--- config.mk ---
export PLATFORM = sky130hd
export DESIGN_NAME = slk_hdr_stage
export DESIGN_NICKNAME = d
export VERILOG_FILES = /design/src/rtl/slk_pkg.sv /design/src/rtl/slk_frame_ctr.sv /design/src/rtl/slk_idle_meter.sv /design/src/rtl/slk_hdr_merge.sv /design/src/rtl/slk_hdr_stage.sv
export SDC_FILE = /design/constraint.sdc
export NUM_CORES = 1
export LEC_CHECK = 0
export BUFFER_PORTS_ARGS = -buffer_cell sky130_fd_sc_hd__buf_2
export CAP_MARGIN = 10
export CORE_MARGIN = 8
export CORE_UTILIZATION = 61
export DETAILED_ROUTE_END_ITERATION = 7
export HOLD_SLACK_MARGIN = 0.06
export PLACE_DENSITY = 0.8
export SLEW_MARGIN = 30
export SYNTH_ARGS = -nofsm -noshare
export SYNTH_HDL_FRONTEND = slang
export SYNTH_HIERARCHICAL = 1
export SYNTH_SLANG_ARGS = --single-unit
export TNS_END_PERCENT = 50
--- constraint.sdc ---
create_clock -name clk -period 4.5 [get_ports clk]
set_clock_uncertainty 0.15 [all_clocks]
set_input_delay 0.225 -clock clk [delete_from_list [all_inputs] [get_ports clk]]
set_output_delay 0.225 -clock clk [all_outputs]
set_load 0.03 [all_outputs]
--- src/rtl/slk_pkg.sv ---
package slk_pkg;
   localparam int CODE_W = 4;
   localparam int VAL_W  = 32;
   localparam int HDR_W  = CODE_W + VAL_W;

   typedef logic [CODE_W-1:0] code_t;
   typedef logic [VAL_W-1:0]  val_t;
   typedef logic [HDR_W-1:0]  word_t;

   localparam code_t K_START0 = 4'b1111;
   localparam code_t K_START1 = 4'b1010;
   localparam code_t K_STOP   = 4'b1110;
   localparam code_t K_DELAY  = 4'b0000;
   localparam code_t K_WIDTH  = 4'b0010;
   localparam code_t K_HEIGHT = 4'b0011;
   localparam code_t K_SLACK  = 4'b0100;

   function automatic code_t code_of(input word_t w);
      return w[HDR_W-1 -: CODE_W];
   endfunction

   function automatic val_t val_of(input word_t w);
      return w[VAL_W-1:0];
   endfunction
endpackage

--- src/rtl/slk_frame_ctr.sv ---
// Column/row tracker: flags the pixel that completes a frame.
module slk_frame_ctr #(
   parameter int LIM_W     = 13,
   parameter int DEF_WIDTH = 640,
   parameter int DEF_HGT   = 480
) (
   input  logic             clk,
   input  logic             rst_n,
   input  logic             fsync_i,
   input  logic             pix_vld_i,
   input  logic             wr_w_i,
   input  logic             wr_h_i,
   input  logic [LIM_W-1:0] lim_i,
   output logic             frame_end_o,
   output logic             done_o
);
   localparam logic [LIM_W-1:0] ONE = LIM_W'(1);

   logic [LIM_W-1:0] w_q, h_q, col_q, row_q;
   logic             done_q;
   logic             acc, last_col, last_row;

   // pixels count only while a frame is open and no sync is present
   assign acc         = pix_vld_i && !fsync_i && !done_q;
   assign last_col    = (col_q == w_q - ONE);
   assign last_row    = (row_q == h_q - ONE);
   assign frame_end_o = acc && last_col && last_row;
   assign done_o      = done_q;

   always_ff @(posedge clk) begin
      if (!rst_n) begin
         w_q <= LIM_W'(DEF_WIDTH);
         h_q <= LIM_W'(DEF_HGT);
      end else begin
         if (wr_w_i) w_q <= lim_i;
         if (wr_h_i) h_q <= lim_i;
      end
   end

   always_ff @(posedge clk) begin
      if (!rst_n) begin
         col_q  <= '0;
         row_q  <= '0;
         done_q <= 1'b0;
      end else if (fsync_i) begin
         col_q  <= '0;
         row_q  <= '0;
         done_q <= 1'b0;
      end else if (acc) begin
         if (last_col) begin
            col_q <= '0;
            if (last_row) begin
               row_q  <= '0;
               done_q <= 1'b1;
            end else begin
               row_q <= row_q + ONE;
            end
         end else begin
            col_q <= col_q + ONE;
         end
      end
   end
endmodule

--- src/rtl/slk_idle_meter.sv ---
// Counts idle cycles from frame end to frame-sync and holds the result.
module slk_idle_meter #(
   parameter int CNT_W = 32
) (
   input  logic             clk,
   input  logic             rst_n,
   input  logic             fsync_i,
   input  logic             frame_end_i,
   output logic [CNT_W-1:0] rep_o
);
   localparam logic [CNT_W-1:0] CNT_MAX = '1;

   logic             idle_q, ever_q;
   logic [CNT_W-1:0] cnt_q, rep_q;

   assign rep_o = rep_q;

   always_ff @(posedge clk) begin
      if (!rst_n) begin
         idle_q <= 1'b0;
         ever_q <= 1'b0;
         cnt_q  <= '0;
         rep_q  <= CNT_MAX;
      end else if (fsync_i) begin
         idle_q <= 1'b0;
         if (idle_q)      rep_q <= cnt_q;
         else if (ever_q) rep_q <= '0;   // frame overran its period
      end else if (frame_end_i) begin
         idle_q <= 1'b1;
         ever_q <= 1'b1;
         cnt_q  <= '0;
      end else if (idle_q && cnt_q != CNT_MAX) begin
         cnt_q <= cnt_q + CNT_W'(1);
      end
   end
endmodule

--- src/rtl/slk_hdr_merge.sv ---
// Header path: one-cycle forwarding, dimension decode, slack merge/insert.
module slk_hdr_merge
   import slk_pkg::*;
#(
   parameter int DIM_W   = 14,
   parameter int SLACK_W = 32
) (
   input  logic               clk,
   input  logic               rst_n,
   input  logic               vld_i,
   input  word_t              dat_i,
   input  logic [SLACK_W-1:0] rep_i,
   output logic               vld_o,
   output word_t              dat_o,
   output logic               wr_w_o,
   output logic               wr_h_o,
   output logic [DIM_W-2:0]   lim_o
);
   code_t in_code;
   val_t  in_val, rep_ext, merged;
   logic  vld_q, pend_q, seen_q;
   word_t dat_q, stop_q;

   assign in_code = code_of(dat_i);
   assign in_val  = val_of(dat_i);

   generate
      if (SLACK_W == VAL_W) begin : g_rep_full
         assign rep_ext = rep_i;
      end else begin : g_rep_pad
         assign rep_ext = {{(VAL_W-SLACK_W){1'b0}}, rep_i};
      end
   endgenerate

   assign merged = (rep_ext < in_val) ? rep_ext : in_val;

   // flag bit DIM_W-1 is dropped from the limit
   assign lim_o  = in_val[DIM_W-2:0];
   assign wr_w_o = vld_i && (in_code == K_WIDTH);
   assign wr_h_o = vld_i && (in_code == K_HEIGHT);

   assign vld_o = vld_q;
   assign dat_o = dat_q;

   always_ff @(posedge clk) begin
      if (!rst_n) begin
         vld_q  <= 1'b0;
         dat_q  <= '0;
         pend_q <= 1'b0;
         seen_q <= 1'b0;
         stop_q <= '0;
      end else if (pend_q) begin
         vld_q  <= 1'b1;
         dat_q  <= stop_q;
         pend_q <= 1'b0;
      end else if (vld_i) begin
         vld_q <= 1'b1;
         dat_q <= dat_i;
         unique case (in_code)
            K_START0: seen_q <= 1'b0;
            K_SLACK: begin
               seen_q <= 1'b1;
               dat_q  <= {K_SLACK, merged};
            end
            K_STOP: begin
               seen_q <= 1'b0;
               if (!seen_q) begin
                  dat_q  <= {K_SLACK, rep_ext};
                  stop_q <= dat_i;
                  pend_q <= 1'b1;
               end
            end
            default: ;
         endcase
      end else begin
         vld_q <= 1'b0;
      end
   end
endmodule

--- src/rtl/slk_hdr_stage.sv ---
module slk_hdr_stage
   import slk_pkg::*;
#(
   parameter int DIM_W     = 14,
   parameter int SLACK_W   = 32,
   parameter int DEF_WIDTH = 640,
   parameter int DEF_HGT   = 480
) (
   input  logic             clk,
   input  logic             rst_n,
   input  logic             fsync_i,
   input  logic             pix_vld_i,
   input  logic             hdr_vld_i,
   input  logic [HDR_W-1:0] hdr_dat_i,
   output logic             hdr_vld_o,
   output logic [HDR_W-1:0] hdr_dat_o
);
   localparam int LIM_W = DIM_W - 1;

   generate
      if (DIM_W < 2 || DIM_W > VAL_W) begin : g_bad_dim
         $error("slk_hdr_stage: DIM_W out of range");
      end
      if (SLACK_W < 1 || SLACK_W > VAL_W) begin : g_bad_slack
         $error("slk_hdr_stage: SLACK_W out of range");
      end
      if (DEF_WIDTH < 1 || DEF_HGT < 1) begin : g_bad_def
         $error("slk_hdr_stage: default dimensions must be nonzero");
      end
   endgenerate

   logic               wr_w, wr_h, frame_end, done;
   logic [LIM_W-1:0]   lim;
   logic [SLACK_W-1:0] rep;

   slk_frame_ctr #(
      .LIM_W(LIM_W), .DEF_WIDTH(DEF_WIDTH), .DEF_HGT(DEF_HGT)
   ) u_frame (
      .clk(clk), .rst_n(rst_n), .fsync_i(fsync_i), .pix_vld_i(pix_vld_i),
      .wr_w_i(wr_w), .wr_h_i(wr_h), .lim_i(lim),
      .frame_end_o(frame_end), .done_o(done)
   );

   slk_idle_meter #(.CNT_W(SLACK_W)) u_meter (
      .clk(clk), .rst_n(rst_n), .fsync_i(fsync_i),
      .frame_end_i(frame_end), .rep_o(rep)
   );

   slk_hdr_merge #(.DIM_W(DIM_W), .SLACK_W(SLACK_W)) u_merge (
      .clk(clk), .rst_n(rst_n), .vld_i(hdr_vld_i), .dat_i(hdr_dat_i),
      .rep_i(rep), .vld_o(hdr_vld_o), .dat_o(hdr_dat_o),
      .wr_w_o(wr_w), .wr_h_o(wr_h), .lim_o(lim)
   );

   logic unused_done;
   assign unused_done = done;
endmodule

# --- Word level (Yosys, flattened, before mapping) ---
# Cells that the tools add are included.
classes:
  bitwise: 6
  n_addsub: 5
  n_reduce_logical: 23
  n_lt_le_gt_ge: 1
  mux: 15
  eq_ne: 8
op_table:
  columns: ["op", "count"]
  rows:
  - ["32-bit two-way mux", 5]
  - ["36-bit two-way mux", 3]
  - ["36-bit case mux with 2 select lines", 1]
  - ["32-bit by 1-bit adder with 32-bit output (second input constant)", 1]
  - ["32-bit < comparator", 1]
  - ["32-bit inequality test (second input constant)", 1]
  - ["13-bit by 1-bit adder with 13-bit output (second input constant)", 2]
  - ["13-bit equality test", 2]
  - ["13-bit two-way mux", 2]
  - ["13-bit by 1-bit subtractor with 13-bit output (second input constant)", 2]
  - ["4-bit by 2-bit equality test with 1-bit output (second input constant)", 2]
  - ["4-bit equality test (second input constant)", 2]
  - ["2-bit AND reduction", 4]
  - ["2-bit nonzero test", 4]
  - ["1-bit logical AND", 7]
  - ["1-bit inverter", 6]
  - ["3-bit AND reduction", 2]
  - ["4-bit by 3-bit equality test with 1-bit output (second input constant)", 1]
  - ["4-bit AND reduction", 1]
  - ["2-bit OR reduction", 2]
  - ["4-bit OR reduction", 1]
  - ["1-bit two-way mux", 3]
  - ["1-bit zero test", 2]
  - ["1-bit case mux with 2 select lines", 1]
word_totals:
  out_inout_bits: 37
  elab_cells: 72
  input_bits: 41
  regBits: 194

# --- Longest topological paths before layout ---
# Gate-level depths: netlist of the first run.
depth:
  word_depth: 7
  mapped_depth: 18
  mapped_depth_nobuf: 13

# --- Modules after synthesis ---
# Netlist of the first run, hierarchy kept.
modules_own_cells:
  columns: ["mod", "cells_each", "area_each_um2", "n_inst", "seq_area_each_um2"]
  rows:
  - ["slk_hdr_merge", 524, 4275.4, 1, 1501.4]
  - ["slk_frame_ctr", 386, 3285.7, 1, 1061.0]
  - ["slk_idle_meter", 314, 2912.8, 1, 1321.3]

# --- Worst setup path after synthesis of the first run ---
# Ideal clock, no wire load.
synth_timing:
  path_kind: "flip-flop to flip-flop"
  from: "register u_frame.h_q[0]"
  to: "register u_meter.cnt_q[19]"
  t_arrival_ns: 3.210
  stages_incl_launch_ff: 15
  synth_period_minus_slack_ns: 3.430
  n_path_buf: 2
  setup_time_ns: 0.070
  slack_ns: 1.070
  t_required_ns: 4.280
  path_cell_list: "dfxtp_1 > inv_1 > ha_1 > nor4b_2 > nand4b_1 > xnor2_1 > nor4_1 > nand4b_1 > nor3_1 > clkbuf_1 > o21ba_2 > clkbuf_1 > nand4_1 > or3_1 > a21oi_1"
synth_between:
  elab_chain_len: 5
  elab_cells_between_ends: 6
  classes_between: "add/sub (1); eq/ne (1); mux (1); reduce/logical (3)"
synth_rtl:
  columns: ["element", "line_no", "source"]
  rows:
  - ["start, declared", "slk_frame_ctr.sv:19", "logic [LIM_W-1:0] w_q, h_q, col_q, row_q;"]
  - ["start signal, assigned", "slk_frame_ctr.sv:33", "h_q <= LIM_W'(DEF_HGT);"]
  - ["start signal, assigned", "slk_frame_ctr.sv:36", "if (wr_h_i) h_q <= lim_i;"]
  - ["13-bit by 1-bit subtractor with 13-bit output *", "slk_frame_ctr.sv:26", "assign last_row = (row_q == h_q - ONE);"]
  - ["13-bit equality test *", "slk_frame_ctr.sv:26", null]
  - ["1-bit logical AND *", "slk_frame_ctr.sv:27", "assign frame_end_o = acc && last_col && last_row;"]
  - ["via frame_end", "slk_hdr_stage.sv:32", "logic wr_w, wr_h, frame_end, done;"]
  - ["2-bit nonzero test (no source line)", null, null]
  - ["2-bit AND reduction (no source line)", null, null]
  - ["end signal, assigned", "slk_idle_meter.sv:33", "cnt_q <= cnt_q + CNT_W'(1);"]
  - ["end, declared", "slk_idle_meter.sv:14", "logic [CNT_W-1:0] cnt_q, rep_q;"]
# The timed path passes the listed nets; every way through them passes the cells marked *.
# A chain may end at the register's enable or synchronous reset.

# --- Worst setup path after layout of the first run ---
layout_timing:
  from: "register u_frame.h_q[0]"
  to: "register u_meter.cnt_q[29]"
# The elaborated chain is that of the path after synthesis.

==> results of run 1 <==
-- worst paths after layout --
path / from / endpoint
hold / removal: hdr_dat_i[34] / u_merge/dat_o[34]$_SDFFE_PN0P_
hold reg to reg: u_merge/stop_q[22]$_SDFFE_PN0P_ / u_merge/stop_q[22]$_SDFFE_PN0P_
setup / recovery: u_frame/h_q[0]$_SDFFE_PN0P_ / u_meter/cnt_q[29]$_SDFFE_PN0P_
setup reg to reg: u_frame/h_q[0]$_SDFFE_PN0P_ / u_meter/cnt_q[29]$_SDFFE_PN0P_
-- cell usage in the layout, fill, tap and decap left out, types with 20 or more instances in the layout --
master         synthesis  routed
nor2_1                51      50
or3_1                 20      20
nand3_1               32      32
nor2b_1               30      29
o21ai_0               59      59
dfxtp_1              194     194
xnor2_1               27      27
a221o_1               34      34
inv_1                 47      47
a21oi_1               50      50
buf_2                  9      77
mux2i_1               39      39
o211a_1               31      31
a21boi_1              33      33
ha_1                  36      36
nand2_1              177     177
nand4_1               31      31
dlygate4sd3_1          0      34
-- logic make-up after synthesis --
group / count (synthesis) / synth area share [%]
adders and majority gates: 36 / 4.30
AOI/OAI and AO/OA: 327 / 23.0
and+or+nand+nor: 448 / 22.3
muxes: 40 / 3.83
xor gates and xnor gates: 40 / 3.34
buffers and inverters: 139 / 6.08
DFF: 194 / 37.1
-- tightest hold or removal path: cells and delay by family --
kind            cells  cell delay, ps
compound gates      1             100
simple gates        1             120
buf+inv             1             110
mux                 1              70
-- sequential cells by signal, indices dropped and copies added (netlist names), 13 cells and up --
| signal | cells |
|---|---|
| u_meter/rep_o | 32 |
| u_merge/dat_o | 36 |
| u_frame/w_q | 13 |
| u_frame/h_q | 13 |
| u_frame/row_q | 13 |
| u_meter/cnt_q | 32 |
| u_frame/col_q | 13 |
| u_merge/stop_q | 36 |
-- final cells by class --
| class | instances | area, um2 | area share [%] |
|---|---|---|---|
| multi-input cells | 891 | 5990 | 50.8 |
| flip-flops and latches | 194 | 3880 | 33.0 |
| repair buffers | 129 | 861 | 7.30 |
| clock buffers | 18 | 439 | 3.73 |
| well taps | 225 | 282 | 2.39 |
| inverters | 47 | 176 | 1.50 |
| clock inverters | 14 | 154 | 1.31 |
-- through the flow --
stage	utilization [%]	hold WS, ps	std cells
after detailed placement	63.6	296	1452
after global placement	63.6	286	1452
after floorplan	-	203	1224
final	69.1	70.1	1518
after CTS	69.1	60.7	1518
after global routing	69.1	92.9	1518
-- synthesized netlist by cell type (4+ instances only) --
cell type / n / area share, %
o21ai_1: 9 / 0.43
a211oi_1: 8 / 0.57
nand2b_1: 13 / 0.78
inv_1: 47 / 1.7
a22oi_1: 19 / 1.4
and3_1: 10 / 0.60
nor2_1: 51 / 1.8
nor4_1: 8 / 0.48
buf_2: 9 / 0.43
buf_6: 5 / 0.54
a31oi_1: 5 / 0.30
a21oi_1: 50 / 2.4
nor3_2: 4 / 0.38
o22ai_1: 9 / 0.54
dfxtp_1: 194 / 37
o211ai_1: 11 / 0.79
a22oi_2: 10 / 1.2
o31ai_1: 8 / 0.57
o21ai_0: 59 / 2.8
mux2i_1: 39 / 3.7
and4_1: 7 / 0.59
nand3_1: 32 / 1.5
or3_1: 20 / 1.2
a21boi_1: 33 / 2.4
buf_4: 17 / 1.2
nand2_1: 177 / 6.3
nand4_1: 31 / 1.9
xor2_1: 13 / 1.1
or4_1: 12 / 0.86
and2_1: 11 / 0.66
clkbuf_1: 56 / 2.0
ha_1: 36 / 4.3
nor3_1: 15 / 0.72
nor3b_1: 4 / 0.29
o21a_1: 7 / 0.50
a221o_1: 34 / 3.2
nor2b_1: 30 / 1.8
o211a_1: 31 / 3.0
xnor2_1: 27 / 2.3
-- power groups by stage --
stage	Clock, uW	Combinational (uW)	Sequential (uW)
6_report	1520	364	1790
5_1_grt	1620	396	1790
4_1_cts	1540	362	1790
3_5_place_dp	0	337	1830
3_3_place_gp	0	330	1830
2_1_floorplan	0	196	1860
-- per-layer routing --
layer	vias to the layer above	routed length, um
li1	4567	-
met1	4442	11700
met2	250	13500
met3	57	1200
met4	0	849
met5	-	0
==> results by group, run 1 <==
Clock tree
  • Post-CTS setup buffers: 0
  • CTS Buffer Depth: 2
  • CTS Hold Bufs: 34
  • Reg clk slew, reported paths: 70 ps
  • CTS tree: built
  • # clock sinks: 194
  • Root buf cell: clkbuf_16
  • Clock latency on the worst-skew pair: 430 ps
  • Htree depth: 4
  • Cts bufs inserted: 17
  • Post-CTS Resized: 0

Floorplan
  • Full die area: 0.0216 mm2
  • Placeable Area: 0.0171 mm2
  • I/O pin total: 78
  • Initial Util: 61.4%
  • Die height: 147 um
  • Die W: 147 um
  • Cell Rows: 48

Setup path
  • R2R depth: 14
  • Critical path class: reg2reg
  • Crit end category: register
  • Critical path buffers and inverters: 2
  • Crit-path max FO: 14
  • Critical Path Stages: 14
  • R2R Setup Slk: 360 ps
  • Critical path arrival: 4340 ps
  • Crit-path max cell delay: 570 ps
  • Most common cell on crit path: nand4b_1
  • Critical path's top delay family: simple AND/OR/NAND/NOR gates
  • Crit-path cells: inv_1 > ha_1 > nor4b_2 > nand4b_1 > xnor2_1 > nor4_1 > nand4b_1 > nor3_1 > buf_4 > o21bai_2 > nor2_1 > nand4_1 > or4_1 > a21oi_1
  • CP required: 4710 ps
  • Crit start category: register
  • Max stage delay cell, worst path: nor4b_2

Timing
  • Final setup vio count: 0
  • Tmin final: 4140 ps
  • Least-Margin Pin Slew: 809 ps
  • Final period utilization: 91.9%
  • Fmax: 242 MHz
  • Worst rel slew slack: 45.8%
  • Setup WS post-layout: 363 ps
  • RSZ-0062 raised after global routing: false
  • Fin. max-slew vios: 0
  • Final hold vios: 0
  • Total negative setup slack: 0 ps

Synthesis
  • Number of flops mapped to enable cells by yosys: 0
  • Synthesized instance count: 1224
  • Yosys warns: 6
  • Mean Syn Cell Area: 8.56 um2
  • Count of cell types in the netlist: 78
  • #FFs+latches synth: 194
  • Cell Area, Synth: 0.0105 mm2
  • Seq/Total Area, Yosys: 37.1%
  • Prevailing post-synth register cell: dfxtp_1
  • Fraction of registers with async set/reset: 0%
  • Syn Nets: 1301

Drt
  • Initial DRC count: 529
  • Final wirelength: 27.2 mm
  • Final ANT Viol Nets: 0
  • Drt first pass iters: 8
  • DRC Markers: 0
  • Vias: 9316
  • Routed wire length per instance: 17.9 um
  • DR vias/cell: 6.14

GRT
  • All-layer global routing usage: 25.2%
  • GR Layer Usage met2: 43.4%
  • First-pass GRT wire length: 45.3 mm
  • Largest net degree at the start of global routing: 71
  • Initial antenna violation count: 0
  • GR Util met3: 4.68%
  • Gr busiest metal: met2
  • Total gr overflow: 0
  • GRT met1 Usage: 30.6%
  • Vias in the first global route: 9086

Power and ir drop
  • P_leak: 0.00451 uW
  • PD cells: 312 mW/mm2
  • Reg power frac: 48.7%
  • VDD IR max: 0.269 mV
  • Clk pwr share: 41.4%
  • Overall power: 3680 uW
  • Switching Power: 937 uW
  • Combinational Power Share: 9.9%
  • Pint: 2740 uW
  • Sw frac: 25.5%

Layout
  • Fraction of layout cells with a size suffix above 1: 13.0%
  • Fill cells: 1367
  • Design area: 0.0118 mm2
  • Area Growth Syn to Fin: 12.5%
  • N_diodes: 0
  • Nets: 1357

Outcome
  • Status: completed

Placement
  • Area after DPL: 0.0108 mm2
  • Hpwl dp: 19.2 mm
  • Dpl ws: 407 ps
  • RePlAce Congestion: 0.907
  • Port Buf Inserts: 77

Hold path
  • Hold depth: 4
  • Hold WC Path Type: in2reg

Flow run
  • Max cap viols: 0
(Power assumes the default switching activity.)
==> run 2, diff against run 1 <==
CORE_UTILIZATION = 45   (was 61)
PLACE_DENSITY = 0.62   (was 0.8)
==> run 2 against run 1 <==
  * Register-to-register slack improved by 40 ps
  * Sequential power about the same
  * Total power increased by 0.20%
  * Cell area increased by 1.1%
  * Die area increased by 31%
  * Routed wire length increased by 3.5%
  * Critical path depth decreased by 1
  * First-iteration DRC count increased by 20%
  * Sequential cell count unchanged
  * Clock power about the same
==> results by group, run 2 (synthesis results as in run 1) <==
Drt
  • DRC Markers: 0 (unchanged)
  • Routed wire length per instance: 17.5 um (-2.6%)
  • Initial DRC count: 635 (+20%)
  • Vias: 9152 (-1.8%)
  • Metal2 WL: 13.9 mm (+3.2%)
  • DR vias/cell: 5.67 (-7.6%)
  • Highest metal used: met4
  • Final ANT Viol Nets: 0 (unchanged)
  • Drt first pass iters: 6 (-2)
  • Met3 WL post-DR: 718 um (-40%)
  • M1 WL: 13.2 mm (+13%)
  • Final wirelength: 28.2 mm (+3.5%)

Timing
  • Least-Margin Pin Slew: 781 ps (-28.6 ps)
  • Total negative setup slack: 0 ps (unchanged)
  • Tmin final: 4100 ps (-41.4 ps)
  • Fin. max-slew vios: 0 (unchanged)
  • RSZ-0062 raised after global routing: false
  • Final period utilization: 91.0% (-0.92 points)
  • Final setup vio count: 0 (unchanged)
  • Worst rel slew slack: 47.5% (+1.6 points)
  • Fmax: 244 MHz (+1.0%)
  • Final hold vios: 0 (unchanged)
  • Setup WS post-layout: 404 ps (+41.4 ps)

Floorplan
  • Cell Rows: 56 (+17%)
  • Initial Util: 45.2% (-16 points)
  • I/O pin total: 78 (unchanged)
  • Die height: 169 um (+15%)
  • Die W: 169 um (+15%)
  • Placeable Area: 0.0232 mm2 (+36%)
  • Full die area: 0.0284 mm2 (+31%)

Flow run
  • Max cap viols: 0 (unchanged)

Placement
  • Hpwl dp: 19.9 mm (+3.5%)
  • RePlAce Congestion: 0.869 (-4.2%)
  • Dpl ws: 399 ps (-8.44 ps)
  • Port Buf Inserts: 77 (unchanged)

Layout
  • Most frequent cells in the layout: 194 x dfxtp_1, 177 x nand2_1, 77 x buf_2
  • Area Growth Syn to Fin: 13.8%
  • Nets: 1359 (+0.15%)
  • N_diodes: 0 (unchanged)
  • Commonest non-fill, non-tap cell in the layout: dfxtp_1
  • Fraction of layout cells with a size suffix above 1: 13.0% (-0.020 points)

GRT
  • Total gr overflow: 0 (unchanged)
  • Vias in the first global route: 8636 (-5.0%)
  • First-pass GRT wire length: 46.0 mm (+1.5%)
  • All-layer global routing usage: 19.7% (-5.6 points)
  • Largest net degree at the start of global routing: 71 (unchanged)
  • Initial antenna violation count: 0 (unchanged)

Clock tree
  • Htree depth: 4 (unchanged)
  • Clock latency on the worst-skew pair: 430 ps (about the same)
  • CTS tree: built
  • CTS Buffer Depth: 2 (unchanged)
  • Root buf cell: clkbuf_16
  • # clock sinks: 194 (unchanged)
  • Reg clk slew, reported paths: 80 ps (about the same)
  • Cts bufs inserted: 17 (unchanged)
  • Post-CTS setup buffers: 0 (unchanged)

Outcome
  • Status: completed

Setup path
  • CP required: 4700 ps (about the same)
  • Crit start category: register
  • Critical path arrival: 4300 ps (-40 ps)
  • Crit-path max FO: 18 (+4)
  • Crit end category: register
  • Critical path class: reg2reg

Power and ir drop
  • VDD IR max: 0.199 mV (-26%)
  • PD cells: 309 mW/mm2 (-0.92%)
  • P_leak: 0.00453 uW (+0.56%)

Hold path
  • Hold WC Path Type: in2reg
[run 2: cell types whose count changed in the layout (fill, tap and decap cells not counted), sizes merged]
cell | before | now
dlygate4sd3 | 34 | 35
bufinv | 2 | 1
buf | 95 | 96
inv | 51 | 53
clkinv | 4 | 2
clkinvlp | 4 | 2
clkbuf | 18 | 21
[run 2: layer usage]
layer	track usage, %	up-vias
met2	34.5	141
met3	3.07	23
met4	5.09	0
li1	-	4566
met5	0	-
met1	24.8	4422
[run 2: final cells by class]
class                      count  area [um2]
fill                        2228       11300
multi-input combinational    891        5990
sequential                   194        3880
timing repair buffer         131         878
clock buffer                  21         470
tap                          319         399
inverter                      47         176
clock inverter                11         115
[run 2: path summary, 6_finish.rpt]
path	startpoint	to	slack [ps]	cells after the start
setup / recovery	u_frame/w_q[0]$_SDFFE_PN0P_	u_meter/cnt_q[30]$_SDFFE_PN0P_	400	13
hold / removal	hdr_dat_i[35]	u_merge/seen_q$_SDFFE_PN0P_	90	4
setup reg to reg	u_frame/w_q[0]$_SDFFE_PN0P_	u_meter/cnt_q[30]$_SDFFE_PN0P_	400	13
hold reg to reg	u_merge/stop_q[31]$_SDFFE_PN0P_	u_merge/stop_q[31]$_SDFFE_PN0P_	300	2
[run 2: critical path, stage by stage (launching register included)]
cell and delay [ps]:
dfxtp_1 390, inv_1 90, ha_1 500, and2_1 220, or3b_1 350, a211o_1 330, nand2_1 70, nand4_1 150
nor3_2 520, buf_4 270, nor3_1 110, and4_4 210, or4_1 510, a21oi_1 160
[run 2: repair_timing]
| item | CTS | global route |
|---|---|---|
| endpoints found under the hold margin | 62 | 0 |
| setup endpoints to repair | 0 | 3 |
| hold buffers | 35 | 0 |
| gates resized for setup | 0 | 1 |
[run 2: through the flow]
| step | hold WS (ps) | std cells | area, um2 | utilization [%] | power (uW) |
|---|---|---|---|---|---|
| after global routing | 102 | 1614 | 11900 | 51.4 | 3820 |
| after floorplan | 203 | 1224 | 10500 | - | 2060 |
| final | 88.7 | 1614 | 11900 | 51.4 | 3680 |
| after global placement | 290 | 1547 | 11000 | 47.3 | 2170 |
| after CTS | 71.9 | 1614 | 11900 | 51.3 | 3720 |
| after detailed placement | 290 | 1547 | 11000 | 47.3 | 2170 |
[run 2: power breakdown]
part | internal [uW] | switching [uW]
Clock | 823 | 707
Combinational | 142 | 220
Sequential | 1750 | 36.3
Total | 2720 | 963
==> run 3, diff against run 2 <==
ABC_AREA = 1   (was unset)
CORE_MARGIN = 1.5   (was 8)
PLACE_DENSITY = 0.61   (was 0.62)
==> run 3 against run 2 <==
  * Setup slack better by 390 ps
  * Register-to-register slack better by 390 ps
  * First-iteration DRC count up 48%
==> results by group, run 3 <==
Outcome
  • Status: completed

Drt
  • Initial DRC count: 942 (+48%)
  • Drt first pass iters: 5 (-1)
  • Final wirelength: 36.2 mm (+28%)
  • Final ANT Viol Nets: 0 (unchanged)
  • DRC Markers: 0 (unchanged)
  • Vias: 12200 (+34%)
  • DR vias/cell: 5.19 (-8.4%)
  • Routed wire length per instance: 15.4 um (-12%)

Synthesis
  • Count of cell types in the netlist: 49 (-37%)
  • Synth Area in Simple Gates: 34.7% (+12 points)
  • Area leader, netlist: dfxtp_1
  • Cell Area, Synth: 0.0125 mm2 (+19%)
  • Fraction of registers with async set/reset: 0% (unchanged)
  • Synth Area in Compound Gates: 15.4% (-7.6 points)
  • Synth top area cells: dfxtp_1 31%, nand2_1 15%, inv_1 8.0%
  • #FFs+latches synth: 194 (unchanged)
  • Prevailing post-synth register cell: dfxtp_1
  • Number of flops mapped to enable cells by yosys: 0 (unchanged)
  • Syn Nets: 1993 (+53%)
  • Top cells by count, synth: 489 x nand2_1, 266 x inv_1, 229 x nor2_1
  • Synth top area share: 31.1% (-6.0 points)
  • Mux share of post-synthesis cell area: 0% (-3.8 points)
  • Yosys warns: 6 (unchanged)
  • Synthesized instance count: 1916 (+57%)
  • Most common cell in the netlist: nand2_1
  • Synth Area in Adders: 3.60% (-0.70 points)
  • Xor and xnor area share after synthesis: 2.03% (-1.3 points)
  • Mean Syn Cell Area: 6.52 um2 (-24%)
  • Seq/Total Area, Yosys: 31.1% (-6.0 points)
  • Largest family of logic cells by synthesized area: simple AND/OR/NAND/NOR gates

GRT
  • Initial antenna violation count: 0 (unchanged)
  • Total gr overflow: 0 (unchanged)
  • Vias in the first global route: 11600 (+34%)
  • Largest net degree at the start of global routing: 82 (+15%)
  • First-pass GRT wire length: 58.5 mm (+27%)
  • All-layer global routing usage: 25.6% (+5.9 points)

Clock tree
  • Clock latency on the worst-skew pair: 440 ps (about the same)
  • Htree depth: 4 (unchanged)
  • Cts bufs inserted: 17 (unchanged)
  • Reg clk slew, reported paths: 80 ps (about the same)
  • CTS tree: built
  • CTS Buffer Depth: 2 (unchanged)
  • Post-CTS setup buffers: 0 (unchanged)
  • # clock sinks: 194 (unchanged)
  • Root buf cell: clkbuf_16

Floorplan
  • Die W: 170 um (+0.64%)
  • I/O pin total: 78 (unchanged)
  • Full die area: 0.0288 mm2 (+1.3%)
  • Die height: 170 um (+0.64%)
  • Placeable Area: 0.0271 mm2 (+17%)
  • Initial Util: 46.1% (+0.95 points)
  • Cell Rows: 60 (+7.1%)

Timing
  • RSZ-0062 raised after global routing: false
  • Fmax: 270 MHz (+11%)
  • Fin. max-slew vios: 0 (unchanged)
  • Final hold vios: 0 (unchanged)
  • Final setup vio count: 0 (unchanged)
  • Total negative setup slack: 0 ps (unchanged)
  • Least-Margin Pin Slew: 996 ps (+215 ps)
  • Tmin final: 3700 ps (-391 ps)
  • Final period utilization: 82.3% (-8.7 points)
  • Setup WS post-layout: 795 ps (+391 ps)
  • Worst rel slew slack: 33.4% (-14 points)

Setup path
  • Critical path's top delay family: simple AND/OR/NAND/NOR gates
  • Crit start category: register
  • Max stage delay cell, worst path: a21oi_2
  • Crit-path max FO: 19 (+1)
  • Crit-path max cell delay: 610 ps (+90 ps)
  • Crit end category: register
  • Most common cell on crit path: nand2_1
  • CP required: 4730 ps (+30 ps)
  • Crit-path cells: inv_2 > ha_1 > nand2_4 > nor2_2 > nand3_1 > nand2_1 > nand2_1 > nor2_2 > nand3_1 > nor2_2 > nand2_1 > inv_1 > inv_4 > a21oi_2 > buf_4 > nand3_1 > nand2_1 > nand2_1 > nor2_1
  • Critical Path Stages: 19 (+6)
  • R2R depth: 19 (+6)
  • Critical path class: reg2reg
  • Critical path arrival: 3940 ps (-360 ps)
  • Critical path buffers and inverters: 4 (+2)

Flow run
  • Max cap viols: 0 (unchanged)

Layout
  • Fraction of layout cells with a size suffix above 1: 12.1% (-0.83 points)
  • Most frequent cells in the layout: 488 x nand2_1, 266 x inv_1, 227 x nor2_1
  • Nets: 2048 (+51%)
  • N_diodes: 0 (unchanged)
  • Area Growth Syn to Fin: 11.3%
  • Commonest non-fill, non-tap cell in the layout: nand2_1

Placement
  • Dpl ws: 808 ps (+409 ps)
  • RePlAce Congestion: 0.918 (+5.6%)
  • Port Buf Inserts: 77 (unchanged)
  • Hpwl dp: 25.9 mm (+30%)

Hold path
  • Hold depth: 3 (-1)
  • Hold WC Path Type: in2reg

Power and ir drop
  • PD cells: 270 mW/mm2 (-13%)
  • P_leak: 0.00660 uW (+45%)
  • VDD IR max: 0.205 mV (+3.1%)
## run 3: layout make-up
type                            instances  area (um2)
Fill cell                            2771       13200
Tap cell                              372         465
Clock inverter                         13         110
Sequential cell                       194        3880
Clock buffer                           19         453
Multi-Input combinational cell       1342        6990
Inverter                              284        1070
Timing Repair Buffer                  132         933
## run 3: worst register-to-register path: cells and delay by family (launching register included)
kind            cells  cell delay [ps]
buf+inv             4              810
flops               1              340
simple gates       13             1490
compound gates      1              610
fa+ha+maj           1              260
## run 3: cells by family (layout without fill, tap and decap cells)
logic type               count (synthesis)  in the layout
adder cells (fa/ha/maj)                 36             36
buffers and inverters                  380            448
AO/OA/AOI/OAI                          289            289
flip-flops                             194            194
XOR/XNOR                                29             29
AND/OR/NAND/NOR                        988            988
## run 3: power by group
part | leakage (uW) | switching (uW) | internal [uW] | total (uW)
logic | 0.00474 | 307 | 165 | 472
clock network | 0.000285 | 755 | 758 | 1510
registers | 0.00157 | 22.6 | 1750 | 1770
total | 0.00660 | 1080 | 2670 | 3760
## run 3: through the flow
stage               util [%]  instance area [um2]  total power, uW  hold WS [ps]  cells
finish                  51.3                13900             3760           101   2356
global route            51.3                13900             3910           154   2356
CTS                     51.3                13900             3790          85.7   2356
detailed placement      47.8                12900             2260           275   2284
global placement        47.6                12900             2250           272   2283
floorplan                  -                12500             2130           213   1916
## run 3: path summary, 6_finish.rpt
kind                                                       from                               to  slack (ps)
worst min-delay path                                  hdr_vld_i         u_merge/vld_o$_SDFF_PN0_         100
worst min register to register  u_merge/stop_q[32]$_SDFFE_PN0P_  u_merge/stop_q[32]$_SDFFE_PN0P_         290
worst max-delay path                u_frame/w_q[0]$_SDFFE_PN0P_   u_meter/cnt_q[19]$_SDFFE_PN0P_         800
worst max register to register      u_frame/w_q[0]$_SDFFE_PN0P_   u_meter/cnt_q[19]$_SDFFE_PN0P_         800
## run 3: layer usage
layer / global-route usage, % / share of wire (%) / vias to the layer above
li1: - / - / 6266
met1: 31.7 / 45 / 5631
met2: 45.4 / 49 / 290
met3: 3.71 / 3.8 / 51
met4: 8.35 / 2.4 / 0
met5: 0 / 0 / -
## run 3: what timing repair did
item	in CTS	in global routing
hold endpoints to repair	74	0
hold buffers	40	0
gates resized for setup	0	0
setup endpoints to repair	0	0
